--- src/rtl/i2stx_pkg.sv ---
package i2stx_pkg;

    localparam int DATA_W = 32;
    localparam int IDX_W  = $clog2(DATA_W);
    localparam int HALF_W = 6;
    localparam int NB_W   = HALF_W + 1;

    typedef enum logic [1:0] {
        SZ_8   = 2'b00,
        SZ_16  = 2'b01,
        SZ_32  = 2'b10,
        SZ_32X = 2'b11
    } wsize_e;

    typedef struct packed {
        logic              master;
        logic              stereo;
        wsize_e            wsize;
        logic [HALF_W-1:0] half_m1;
        logic              mute;
        logic              stop;
    } ctrl_t;

    // one serial bit event: a falling bit-clock edge and the word select in force after it
    typedef struct packed {
        logic fall;
        logic ws;
    } bitev_t;

    function automatic logic [NB_W-1:0] size_bits(input wsize_e sz);
        case (sz)
            SZ_8:    return NB_W'(8);
            SZ_16:   return NB_W'(16);
            default: return NB_W'(DATA_W);
        endcase
    endfunction

    // bit sent in slot pos of a half: MSB at slot 0, zeros past the sample
    function automatic logic slot_bit(input logic [DATA_W-1:0] w,
                                      input logic [HALF_W-1:0] pos,
                                      input logic [NB_W-1:0]   nb);
        logic [NB_W-1:0] idx;
        if ({1'b0, pos} < nb) begin
            idx = nb - NB_W'(1) - {1'b0, pos};
            return w[idx[IDX_W-1:0]];
        end
        return 1'b0;
    endfunction

endpackage

--- src/rtl/i2stx_fifo.sv ---
module i2stx_fifo #(
    parameter int W     = 32,
    parameter int DEPTH = 8,
    parameter int LVL_W = $clog2(DEPTH + 1)
) (
    input  logic             clk,
    input  logic             rst,
    input  logic             flush,
    input  logic             push,
    input  logic [W-1:0]     wdata,
    input  logic             pop,
    output logic [W-1:0]     rdata,
    output logic [LVL_W-1:0] level,
    output logic             full,
    output logic             empty
);
    localparam int PTR_W = (DEPTH > 1) ? $clog2(DEPTH) : 1;
    localparam logic [PTR_W-1:0] LAST = PTR_W'(DEPTH - 1);

    logic [W-1:0]     mem [DEPTH];
    logic [PTR_W-1:0] wptr, rptr;
    logic [LVL_W-1:0] level_q;
    logic             do_push, do_pop;

    assign full    = (level_q == LVL_W'(DEPTH));
    assign empty   = (level_q == '0);
    assign do_push = push & ~full;
    assign do_pop  = pop & ~empty;
    assign rdata   = mem[rptr];
    assign level   = level_q;

    always_ff @(posedge clk) begin
        if (do_push) mem[wptr] <= wdata;
    end

    always_ff @(posedge clk) begin
        if (rst || flush) begin
            wptr    <= '0;
            rptr    <= '0;
            level_q <= '0;
        end else begin
            if (do_push) wptr <= (wptr == LAST) ? '0 : wptr + PTR_W'(1);
            if (do_pop)  rptr <= (rptr == LAST) ? '0 : rptr + PTR_W'(1);
            case ({do_push, do_pop})
                2'b10:   level_q <= level_q + LVL_W'(1);
                2'b01:   level_q <= level_q - LVL_W'(1);
                default: level_q <= level_q;
            endcase
        end
    end

    // level never exceeds the buffer depth
    p_level_bound_r2: assert property (@(posedge clk) disable iff (rst)
        level_q <= LVL_W'(DEPTH));

    // outside a flush the level moves by at most one per cycle
    p_level_step_r2: assert property (@(posedge clk) disable iff (rst)
        !$past(flush) |-> (level_q == $past(level_q)) ||
                          (level_q == $past(level_q) + LVL_W'(1)) ||
                          (level_q + LVL_W'(1) == $past(level_q)));
endmodule

--- src/rtl/i2stx_clkgen.sv ---
module i2stx_clkgen
    import i2stx_pkg::*;
#(
    parameter int HW = HALF_W
) (
    input  logic          clk,
    input  logic          rst,
    input  logic          restart,
    input  logic          master,
    input  logic          stop,
    input  logic          tick,
    input  logic [HW-1:0] half_m1,
    input  logic          sck_ext,
    input  logic          ws_ext,
    output bitev_t        ev,
    output logic          sck_q,
    output logic          ws_q
);
    logic          run;
    logic          m_fall;
    logic          wrap;
    logic          ws_next;
    logic          sck_d;
    logic [HW-1:0] cnt;

    assign run     = master & ~stop;
    assign m_fall  = run & tick & sck_q;
    assign wrap    = (cnt >= half_m1);
    assign ws_next = wrap ? ~ws_q : ws_q;

    always_ff @(posedge clk) begin
        if (rst || restart) begin
            sck_q <= 1'b0;
            ws_q  <= 1'b1;
            cnt   <= '1;   // forces a word-select edge on the first falling edge
            sck_d <= 1'b0;
        end else begin
            sck_d <= sck_ext;
            if (run && tick) sck_q <= ~sck_q;
            if (m_fall) begin
                ws_q <= ws_next;
                cnt  <= wrap ? '0 : cnt + HW'(1);
            end
        end
    end

    always_comb begin
        if (master) begin
            ev.fall = m_fall;
            ev.ws   = ws_next;
        end else begin
            ev.fall = sck_d & ~sck_ext;
            ev.ws   = ws_ext;
        end
    end

    // word select moves only together with a falling bit clock
    p_ws_on_fall_r3: assert property (@(posedge clk) disable iff (rst)
        (!$stable(ws_q) && !$past(restart)) |-> $fell(sck_q));
endmodule

--- src/rtl/i2stx_serializer.sv ---
module i2stx_serializer
    import i2stx_pkg::*;
(
    input  logic              clk,
    input  logic              rst,
    input  logic              restart,
    input  bitev_t            ev,
    input  logic              active,
    input  logic              stereo,
    input  wsize_e            wsize,
    input  logic              fifo_empty,
    input  logic [DATA_W-1:0] fifo_data,
    output logic              pop,
    output logic              sd_q,
    output logic              urun_q
);
    localparam logic [HALF_W-1:0] POS_MAX = '1;

    logic              ws_prev;
    logic [HALF_W-1:0] pos;
    logic [DATA_W-1:0] word;
    logic              raw_q;

    logic              step, edge_ev, take;
    logic [DATA_W-1:0] cur_word;
    logic [HALF_W-1:0] cur_pos;
    logic              raw;

    assign step    = active & ev.fall;
    assign edge_ev = (ev.ws != ws_prev);
    assign take    = step & edge_ev & (stereo | ~ev.ws);
    assign pop     = take & ~fifo_empty;

    always_comb begin
        cur_word = word;
        if (take) cur_word = fifo_empty ? '0 : fifo_data;
        if (edge_ev)             cur_pos = '0;
        else if (pos == POS_MAX) cur_pos = pos;
        else                     cur_pos = pos + HALF_W'(1);
        raw = slot_bit(cur_word, cur_pos, size_bits(wsize));
    end

    always_ff @(posedge clk) begin
        if (rst || restart) begin
            ws_prev <= 1'b1;
            pos     <= '0;
            word    <= '0;
            raw_q   <= 1'b0;
            sd_q    <= 1'b0;
            urun_q  <= 1'b0;
        end else if (step) begin
            ws_prev <= ev.ws;
            pos     <= cur_pos;
            word    <= cur_word;
            raw_q   <= raw;     // one bit-clock delay after the word-select edge
            sd_q    <= raw_q;
            if (take && fifo_empty) urun_q <= 1'b1;
        end
    end

    // the underrun flag holds until a reset
    p_underrun_sticky_r12: assert property (@(posedge clk) disable iff (rst)
        (urun_q && !restart) |=> urun_q);

    // nothing leaves the buffer while the channel is halted
    p_no_pop_halted_r9: assert property (@(posedge clk) disable iff (rst)
        !active |-> !pop);
endmodule

--- src/rtl/i2stx_top.sv ---
module i2stx_top
    import i2stx_pkg::*;
#(
    parameter int DEPTH = 8,
    localparam int LVL_W = $clog2(DEPTH + 1)
) (
    input  logic              clk,
    input  logic              rst,
    input  logic              soft_rst_i,
    input  logic              master_i,
    input  logic              stereo_i,
    input  logic [1:0]        wsize_i,
    input  logic [HALF_W-1:0] half_m1_i,
    input  logic              mute_i,
    input  logic              stop_i,
    input  logic [LVL_W-1:0]  irq_thr_i,
    input  logic [LVL_W-1:0]  dma_thr_i,
    input  logic              wr_en_i,
    input  logic [DATA_W-1:0] wr_data_i,
    input  logic              tick_i,
    input  logic              sck_i,
    input  logic              ws_i,
    output logic              sck_o,
    output logic              ws_o,
    output logic              clk_oe_o,
    output logic              sd_o,
    output logic              irq_o,
    output logic              dma_o,
    output logic [LVL_W-1:0]  level_o,
    output logic              full_o,
    output logic              underrun_o
);
    ctrl_t             ctl;
    bitev_t            ev;
    logic              sck_int, ws_int;
    logic              fifo_empty, pop, sd_int;
    logic [DATA_W-1:0] fifo_data;
    logic [LVL_W-1:0]  level;

    assign ctl = '{master:  master_i,
                   stereo:  stereo_i,
                   wsize:   wsize_e'(wsize_i),
                   half_m1: half_m1_i,
                   mute:    mute_i,
                   stop:    stop_i};

    i2stx_fifo #(.W(DATA_W), .DEPTH(DEPTH), .LVL_W(LVL_W)) u_fifo (
        .clk   (clk),
        .rst   (rst),
        .flush (soft_rst_i),
        .push  (wr_en_i),
        .wdata (wr_data_i),
        .pop   (pop),
        .rdata (fifo_data),
        .level (level),
        .full  (full_o),
        .empty (fifo_empty)
    );

    i2stx_clkgen #(.HW(HALF_W)) u_clk (
        .clk     (clk),
        .rst     (rst),
        .restart (soft_rst_i),
        .master  (ctl.master),
        .stop    (ctl.stop),
        .tick    (tick_i),
        .half_m1 (ctl.half_m1),
        .sck_ext (sck_i),
        .ws_ext  (ws_i),
        .ev      (ev),
        .sck_q   (sck_int),
        .ws_q    (ws_int)
    );

    i2stx_serializer u_ser (
        .clk        (clk),
        .rst        (rst),
        .restart    (soft_rst_i),
        .ev         (ev),
        .active     (~ctl.stop),
        .stereo     (ctl.stereo),
        .wsize      (ctl.wsize),
        .fifo_empty (fifo_empty),
        .fifo_data  (fifo_data),
        .pop        (pop),
        .sd_q       (sd_int),
        .urun_q     (underrun_o)
    );

    assign sck_o      = sck_int & ctl.master;
    assign ws_o       = ws_int;
    assign clk_oe_o   = ctl.master;
    assign sd_o       = sd_int & ~ctl.mute & ~ctl.stop;
    assign level_o    = level;
    assign irq_o      = (level <= irq_thr_i);
    assign dma_o      = (level <= dma_thr_i);

    // a stopped master keeps its bit clock still
    p_stop_hold_r9: assert property (@(posedge clk) disable iff (rst)
        (stop_i && master_i && !soft_rst_i) |=> $stable(sck_int));
endmodule

--- config.mk ---
export PLATFORM = sky130hd
export DESIGN_NAME = i2stx_top
export DESIGN_NICKNAME = d
export VERILOG_FILES = /design/src/rtl/i2stx_pkg.sv /design/src/rtl/i2stx_fifo.sv /design/src/rtl/i2stx_clkgen.sv /design/src/rtl/i2stx_serializer.sv /design/src/rtl/i2stx_top.sv
export SDC_FILE = /design/constraint.sdc
export NUM_CORES = 1
export LEC_CHECK = 0
export BUFFER_PORTS_ARGS = -buffer_cell sky130_fd_sc_hd__buf_4
export CAP_MARGIN = 10
export CELL_PAD_IN_SITES_DETAIL_PLACEMENT = 0
export CELL_PAD_IN_SITES_GLOBAL_PLACEMENT = 2
export CORE_UTILIZATION = 30
export DETAILED_ROUTE_END_ITERATION = 16
export PLACE_DENSITY_LB_ADDON = 0.15
export SLEW_MARGIN = 20
export SYNTH_ARGS = -nofsm -noshare
export SYNTH_HDL_FRONTEND = slang
export SYNTH_SLANG_ARGS = --single-unit
--- constraint.sdc ---
create_clock -name clk -period 6.6 [get_ports clk]
set_input_delay 0.99 -clock clk [delete_from_list [all_inputs] [get_ports clk]]
set_output_delay 0.99 -clock clk [all_outputs]
set_load 0.01 [all_outputs]
==> results.cfg, run 1 <==
[synthesis]
synth_top_family_by_area = multiplexers
synth_area_leader_cell = edfxtp_1
yosys-top-cells-count = edfxtp_1, nor2_1, dfxtp_1, mux4_2, mux2i_1
synth_area_um2 = 13450
muxShareOfSynthArea_pct = 15.72
ys_seq_elements = 320
synth_edf_count = 256
synth_top_area_share_pct = 57.17
synth_xor_area_share_pct = 0.4560
yosysWarningCount = 0
synth_area_leaders = edfxtp_1, mux4_2, dfxtp_1
synth-compound-area-share_pct = 5.109
synthAdderAreaFrac_pct = 2.513
syn_inst = 853
ys_async_sr_fraction_pct = 0
avgSynthCellArea_um2 = 15.76
synth_simple_gate_area_share_pct = 7.342
ys_seq_area_share_pct = 66.70
synth.distinct_cells = 65
synth.most_common_cell = edfxtp_1
synthFlopType = edfxtp_1
synth_nets = 939

[pwr]
swShare_pct = 21.20
leakage_nw = 5.197
p_switching_uw = 934.0
seqPwrFrac_pct = 50.0
p_clk_share_pct = 46.2
combPwrFrac_pct = 3.8
intPower_mw = 3.471
power.density_nw_per_um2 = 277.0
peakVddDrop_uv = 190.2

[sta]
setup_viol = 0
worst_pin_slew_ns = 0.9488
post-route-period-util_pct = 67.22
fin_skew_ns = 0.02300
fmax_mhz = 225.4
tns_ns = 0
worst_slew_margin_rel_pct = 36.74
drv_slew = 0
min_period_ns = 4.436
rsz0062_at_grt = false
hold_viol_final = 0

[worst_setup_path]
required_ns = 7.07
critPathLaunchType = input pin
path_class = input pin to flop
arrival_ns = 4.90
cp_max_fo = 33
end_kind = flop

[cells_and_area]
diodes = 0
area_growth_pct = 18.25
regArea_um2 = 8975
multi_input_area_um2 = 4243
nets = 1027
layout-drive-gt1-share_pct = 24.15
post-route-util_pct = 35.95
fill_cells = 4204

[die]
num_io_pins = 71
die_h_um = 213.7
dieWidth_um = 213.7
die_area_um2 = 45670
start_util_pct = 30.40
rows = 77
core_um2 = 44220

[grt]
grt-busiest-layer = met2
antenna_found_initial = 1
met1_usage_pct = 20.30
grt_pass1_wl_um = 48620
grt_max_degree = 53
met2_usage_pct = 22.73
grt_use_total_pct = 14.51
overflow = 0
grt_use_met3_pct = 2.373
first_global_vias = 7659

[clock_network]
root_buffer = clkbuf_16
tritoncts = built
ctsResizeCount = 0
cts_buffers = 38
cts_setup_buffers = 0
cts.clk_slew.worst_paths_ns = 0.06
clk-insertion-delay-late_ns = 0.56
h-tree-depth = 2
clockBufferDepth = 3
cts_sinks = 320
ctsHoldBuffers = 0

[routing]
dr.pass1.iters = 4
drt-total-wl_um = 32190
via_per_inst = 4.750
vias = 7414
wl_per_cell_um = 20.62
drcViolationCount = 0
drt_iter0_drc = 424
ant_nets = 0

[placement]
gp_congestion = 0.7337
numPortBuffers = 70
dpl.hpwl_um = 18460

[min_path]
hold_path_class = flop to flop

[status]
outcome = finished, final reports clean

[job]
max-cap-violations = 0
per-stage QoR:
| step | instances | total power, mW | area (µm²) | setup WS (ns) | hold WS [ns] |
|---|---|---|---|---|---|
| after global placement | 1493 | 2.415 | 14690 | 1.585 | 0.4435 |
| final | 1561 | 4.405 | 15900 | 2.164 | 0.4557 |
| after detailed placement | 1493 | 2.417 | 14690 | 1.560 | 0.4497 |
| after floorplan | 853 | 2.331 | 13450 | 1.811 | 0.4315 |
| after CTS | 1561 | 4.476 | 15900 | 2.144 | 0.4582 |
| after global routing | 1561 | 4.563 | 15900 | 1.770 | 0.4875 |
power by group through the flow:
stage,Sequential (mW),Clock (mW),Combinational (mW)
floorplan,2.25,0,0.0844
global placement,2.25,0,0.170
detailed placement,2.25,0,0.171
CTS,2.20,2.10,0.172
global route,2.20,2.17,0.185
finish,2.20,2.03,0.167
registers in the layout (all words and copies together), names as in the netlist, named ones only:
name and flops:
u_clk.cnt 6, u_clk.sck_d 1, u_clk.sck_q 1, u_clk.ws_q 1
u_fifo.level 4, u_fifo.mem 256, u_fifo.rptr 3, u_fifo.wptr 3
u_ser.pos 6, u_ser.raw_q 1, u_ser.sd_q 1, u_ser.urun_q 1
u_ser.word 32, u_ser.ws_prev 1
routing by layer:
metal	routed length, µm	part of all wire, %
met4	754	2.3
met5	17	0.053
met3	1121	3.5
met2	14910	46
met1	15380	48
cell type report:
class / count / share of cell area, %
Multi-Input combinational cell: 471 / 26.69
Clock inverter: 18 / 1.188
Sequential cell: 320 / 56.45
Clock buffer: 50 / 6.390
Inverter: 24 / 0.5666
Timing Repair Buffer: 86 / 4.061
Tap cell: 592 / 4.659
logic make-up after synthesis:
kind of cell               count (synthesis)
muxes                                    129
AOI/OAI and AO/OA                        104
xor gates and xnor gates                   7
adders and majority gates                 27
DFF                                      320
and+or+nand+nor                          204
buffers and inverters                     62
final timing paths:
kind                                        end  cells past startpoint         start  slack [ns]
worst max-delay path            u_fifo.level[2]                     17  half_m1_i[5]        2.16
worst max register to register  u_fifo.level[2]                     16  u_clk.cnt[0]        2.38
worst min-delay path                 u_ser.sd_q                      2    u_ser.sd_q        0.46
worst min register to register       u_ser.sd_q                      2    u_ser.sd_q        0.46
worst max-delay path, stage by stage:
cell and delay, ns:
buf_4 0.08, inv_1 0.03, ha_1 0.32, a21oi_1 0.25
o21ai_4 0.13, mux2i_2 0.22, nor4_2 0.34, o21a_2 0.79
nand2b_1 0.34, inv_1 0.17, ha_1 0.26, xor2_1 0.17
ha_1 0.16, a21oi_1 0.05, xor2_1 0.17, or3_1 0.30
a21oi_1 0.14
cell usage in the layout (no fill, tap or decap), types with 6 or more instances in the layout:
cell type	netlist	routed
nor3b_1	7	7
clkbuf_1	20	10
clkbuf_16	0	38
o21ai_0	19	19
nor2b_1	7	7
nand3_1	16	16
clkinv_2	0	7
ha_1	27	27
a21oi_1	36	36
or3_1	6	6
buf_4	2	86
nand2_1	39	39
o211ai_1	8	8
mux4_2	64	64
o21ai_1	6	6
nor2_1	76	73
and3_1	6	6
nor3_1	15	11
nand2b_1	8	8
edfxtp_1	256	256
inv_1	24	24
dfxtp_1	64	61
mux2i_1	56	56
No activity file was read; power rests on OpenSTA's default activity.
==> run 2, diff against run 1 <==
- clock period: 6.6 -> 3.85 ns (I/O delays scaled with it)
==> run 2 against run 1 <==
Effect of this change:
- die area stayed put
- cell count rose by 1.3%
- core utilization increased by 0.67 points
- largest power group unchanged
- highest routed layer is now met4
==> results.cfg, run 2 (synthesis gave the netlist of run 1 again) <==
[cells_and_area]
fill_cells = 4195
regArea_um2 = 8976
layout_commonest_cell = edfxtp_1
layout-drive-gt1-share_pct = 26.36
diodes = 0
layout_common_cells = edfxtp_1, buf_4, nor2_1
reg.largest.list = u_fifo.mem x256, u_ser.word x32
nets = 1046
final_cell_area_um2 = 16200
post-route-util_pct = 36.62
multi_input_area_um2 = 4277
largest_reg_flops = 256
regMostFlops = u_fifo.mem
area_growth_pct = 20.45

[worst_setup_path]
crit_buf_inv = 0
slowest_stage = dfxtp_1
critPathLaunchType = flop
path_class = flop to flop
arrival_ns = 3.94
reg2reg_from = u_clk.cnt[3]
cp_max_fo = 5
path_cells = ha_1 -> a21oi_2 -> o21ai_4 -> or3_1 -> a31oi_4 -> or2_2 -> o21ai_0 -> nor2_1 -> ha_1 -> nor2b_1 -> o21ai_0 -> nand3_1 -> a311oi_1 -> o211ai_1 -> o211ai_1
r2r_end = u_ser.raw_q
critPathMaxStageDelay_ns = 0.45
r2r_setup_slack_ns = 0.37
end_kind = flop
r2r_cells = 15
required_ns = 4.30
cp_top_family = compound AO/OA/AOI/OAI gates

[sta]
fin_skew_ns = 0.01241
setup_viol = 0
rsz0062_at_grt = false
worst_slew_margin_rel_pct = 44.00
post-route-period-util_pct = 90.42
drv_slew = 0
worst_pin_slew_ns = 0.8345
hold_viol_final = 0
min_period_ns = 3.481
fmax_mhz = 287.3
hold_ws_ns = 0.2769

[clock_network]
cts.clk_slew.worst_paths_ns = 0.06
cts_sinks = 320
tritoncts = built
h-tree-depth = 2
clk-insertion-delay-late_ns = 0.53
clockBufferDepth = 3
cts_buffers = 39
root_buffer = clkbuf_16

[grt]
grt_use_total_pct = 14.26
grt_pass1_wl_um = 48000
overflow = 0
antenna_found_initial = 0
first_global_vias = 7650
grt_max_degree = 59

[routing]
ant_nets = 0
via_per_inst = 4.685
drt-total-wl_um = 31760
vias = 7411
drt_iter0_drc = 358
dr.pass1.iters = 4
wl_per_cell_um = 20.08
drcViolationCount = 0

[job]
max-cap-violations = 0

[min_path]
whs_endpoint = u_fifo.mem[1][0]
hold_path_class = input pin to flop
min_from = wr_data_i[0]
min_delay_path_depth = 1

[pwr]
peakVddDrop_uv = 358.4
leakage_nw = 5.337
power.density_nw_per_um2 = 477.5

[die]
start_util_pct = 30.40
dieWidth_um = 213.7
die_area_um2 = 45670
core_um2 = 44220
num_io_pins = 71
rows = 77
die_h_um = 213.7

[placement]
post_dp_cell_area_um2 = 14890
gp_congestion = 0.7218
numPortBuffers = 70
dpl.hpwl_um = 19190

[status]
outcome = finished, final reports clean
[run 2: final cells by class]
| class | count | area share (%) |
|---|---|---|
| timing repair buffer | 104 | 5.130 |
| sequential | 320 | 55.42 |
| inverter | 24 | 0.5562 |
| clock buffer | 44 | 6.265 |
| clock inverter | 27 | 1.646 |
| multi-input combinational | 471 | 26.41 |
| tap | 592 | 4.574 |
[run 2: worst max path at each step]
stage          slack (ns)               to  depth (start not counted)         start
3_3_place_gp         0.08      u_ser.raw_q                         17  half_m1_i[5]
3_5_place_dp       -0.005      u_ser.raw_q                         17  half_m1_i[5]
6_report             0.37      u_ser.raw_q                         15  u_clk.cnt[3]
5_1_grt              0.04      u_ser.raw_q                         17  u_clk.cnt[0]
2_1_floorplan        0.04  u_fifo.level[2]                         19  half_m1_i[3]
4_1_cts              0.25      u_ser.raw_q                         15  u_clk.cnt[3]
[run 2: repair_timing]
action	in CTS	in global routing
gates resized for setup	0	5
endpoints found under the setup margin	0	1
setup buffers	0	0
hold buffers	0	0
[run 2: per-stage QoR]
step | total power [mW] | cells | setup slack [ns] | TNS [ns]
after floorplan | 3.996 | 853 | 0.04242 | 0
after global placement | 4.159 | 1511 | 0.07738 | 0
after detailed placement | 4.161 | 1511 | -0.004563 | -0.004563
after CTS | 7.855 | 1582 | 0.2509 | 0
after global routing | 8.024 | 1582 | 0.03532 | 0
final | 7.734 | 1582 | 0.3690 | 0
[run 2: layer usage]
layer,GRT usage (%),wire (µm),vias to the layer above
met5,0,0,-
met4,4.113,594,0
met3,2.607,1107,39
met2,22.35,14430,123
met1,20.16,15630,3698
li1,-,-,3551
[run 2: power breakdown]
| group | internal, mW | leakage, nW | switching (mW) |
|---|---|---|---|
| sequential | 3.77 | 2.84 | 0.0114 |
| clock | 2.23 | 0.626 | 1.42 |
| combinational | 0.125 | 1.87 | 0.177 |
| total | 6.12 | 5.34 | 1.61 |
==> run 3, diff against run 2 <==
- CTS_BUF_LIST: unset -> sky130_fd_sc_hd__clkbuf_4
- TNS_END_PERCENT: unset -> 50
==> run 3 against run 2 <==
Effect of this change:
- sequential power hardly changed
- highest routed layer unchanged
- via count is 6.9% higher
- global-route usage up 0.50 points
==> results.cfg, run 3 (synthesis gave the netlist of run 1 again) <==
[cells_and_area]
regArea_um2 = 8975
largest_reg_flops = 256
reg.largest.list = u_fifo.mem x256, u_ser.word x32
nets = 1125
finalNonFillerCells = 1693
area_growth_pct = 21.20
layout_common_cells = edfxtp_1, clkbuf_4, buf_4
fill_cells = 4278
post-route-util_pct = 36.85
regMostFlops = u_fifo.mem
layout_commonest_cell = edfxtp_1
final_cell_area_um2 = 16300
multi_input_area_um2 = 4269
layout-drive-gt1-share_pct = 30.69

[die]
die_h_um = 213.7
num_io_pins = 71
die_area_um2 = 45670
dieWidth_um = 213.7
core_um2 = 44220
start_util_pct = 30.40
rows = 77

[placement]
numPortBuffers = 70
dpl.hpwl_um = 19220
gp_congestion = 0.7613
post_dp_cell_area_um2 = 14930
place_inst = 1516

[grt]
first_global_vias = 8397
grt_use_total_pct = 14.76
grt_max_degree = 52
antenna_found_initial = 2
overflow = 0
grt_pass1_wl_um = 49450

[worst_setup_path]
critPathLaunchType = flop
crit_buf_inv = 0
cp_top_family = compound AO/OA/AOI/OAI gates
slowest_stage = dfxtp_1
path_class = flop to flop
crit_top_cell = ha_1
startpoint = u_clk.cnt[3]
reg2reg_from = u_clk.cnt[3]
critPathMaxStageDelay_ns = 0.44
cp_max_fo = 5
path_cells = ha_1 -> a21oi_1 -> o21ai_4 -> mux2i_2 -> nor4_2 -> or2_2 -> o21ai_0 -> nor2_1 -> ha_1 -> xor2_2 -> or4_1 -> o221ai_1 -> o31ai_1 -> o211ai_2 -> o211ai_1
end_kind = flop
required_ns = 4.50
r2r_setup_slack_ns = 0.32
endpoint = u_ser.raw_q
r2r_cells = 15
arrival_ns = 4.18
r2r_end = u_ser.raw_q
crit_cells = 15

[routing]
drcViolationCount = 0
wl_per_cell_um = 19.04
ant_nets = 0
vias = 7923
dr.pass1.iters = 4
drt_iter0_drc = 377
drt-total-wl_um = 32230
via_per_inst = 4.680

[sta]
worst_slew_margin_rel_pct = 48.74
drv_slew = 0
worst_pin_slew_ns = 0.7637
min_period_ns = 3.526
setup_viol = 0
fin_skew_ns = 0.03832
tns_ns = 0
fmax_mhz = 283.6
post-route-period-util_pct = 91.58
hold_viol_final = 0
rsz0062_at_grt = false

[min_path]
min_from = wr_data_i[22]
hold_path_class = input pin to flop

[clock_network]
root_buffer = clkbuf_4
tritoncts = built
clockBufferDepth = 3
cts_buffers = 87
cts_sinks = 320
cts.clk_slew.worst_paths_ns = 0.07
clk-insertion-delay-late_ns = 0.75
h-tree-depth = 3

[pwr]
power.density_nw_per_um2 = 434.2
power.total_mw = 7.075
peakVddDrop_uv = 183.9
leakage_nw = 5.483

[status]
outcome = finished, final reports clean

[job]
max-cap-violations = 0
## run 3: what timing repair did
item | 4_1_cts | 5_1_grt
buffers inserted | 0 | 0
endpoints found under the setup margin | 0 | 1
gates resized for setup | 0 | 3
hold buffers | 26 | 0
hold endpoints to repair | 190 | 0
## run 3: per-stage QoR
step / worst slack (ns) / hold slack (ns)
after floorplan: -0.01286 / 0.4315
after global routing: 0.007928 / 0.0006459
after CTS: 0.2520 / 0.001301
final: 0.3241 / 0.07911
after detailed placement: -0.05542 / 0.4514
after global placement: -0.04213 / 0.4425
## run 3: worst min-delay path by stage
stage	to	slack, ns	depth (start not counted)
4_1_cts	u_fifo.mem[0][14]	0.001	1
2_1_floorplan	u_ser.sd_q	0.43	2
6_report	u_fifo.mem[1][22]	0.08	1
5_1_grt	u_fifo.mem[2][27]	0.0006	1
3_3_place_gp	u_ser.word[3]	0.44	2
3_5_place_dp	u_ser.word[26]	0.45	2
## run 3: worst register-to-register path: cells and delay by family (launching register included)
kind                     cells  cell delay (ns)
XOR/XNOR                     1             0.26
adder cells (fa/ha/maj)      2             0.65
AND/OR/NAND/NOR              4             0.66
AO/OA/AOI/OAI                7             1.13
flip-flops                   1             0.44
multiplexers                 1             0.34
## run 3: layer usage
metal  share of wire (%)  vias to the layer above  global-route usage, %
met5                   0                        -                      0
met4                 2.5                        0                  5.961
met3                 3.7                       60                  3.603
met2                  46                      151                  22.92
met1                  48                     3949                  19.80
li1                    -                     3763                      -
## run 3: area by class of cell
class	instances	area share, %
diodes	3	0.04607
flip-flops and latches	320	55.08
well taps	592	4.545
clock inverters	25	0.9905
multi-input cells	471	26.20
inverters	24	0.5528
repair buffers	135	6.926
clock buffers	123	5.666
## run 3: power breakdown
part | total, mW | internal [mW] | switching (mW)
registers | 3.78 | 3.77 | 0.0115
logic | 0.322 | 0.143 | 0.180
clock network | 2.98 | 1.60 | 1.37
total | 7.07 | 5.51 | 1.57
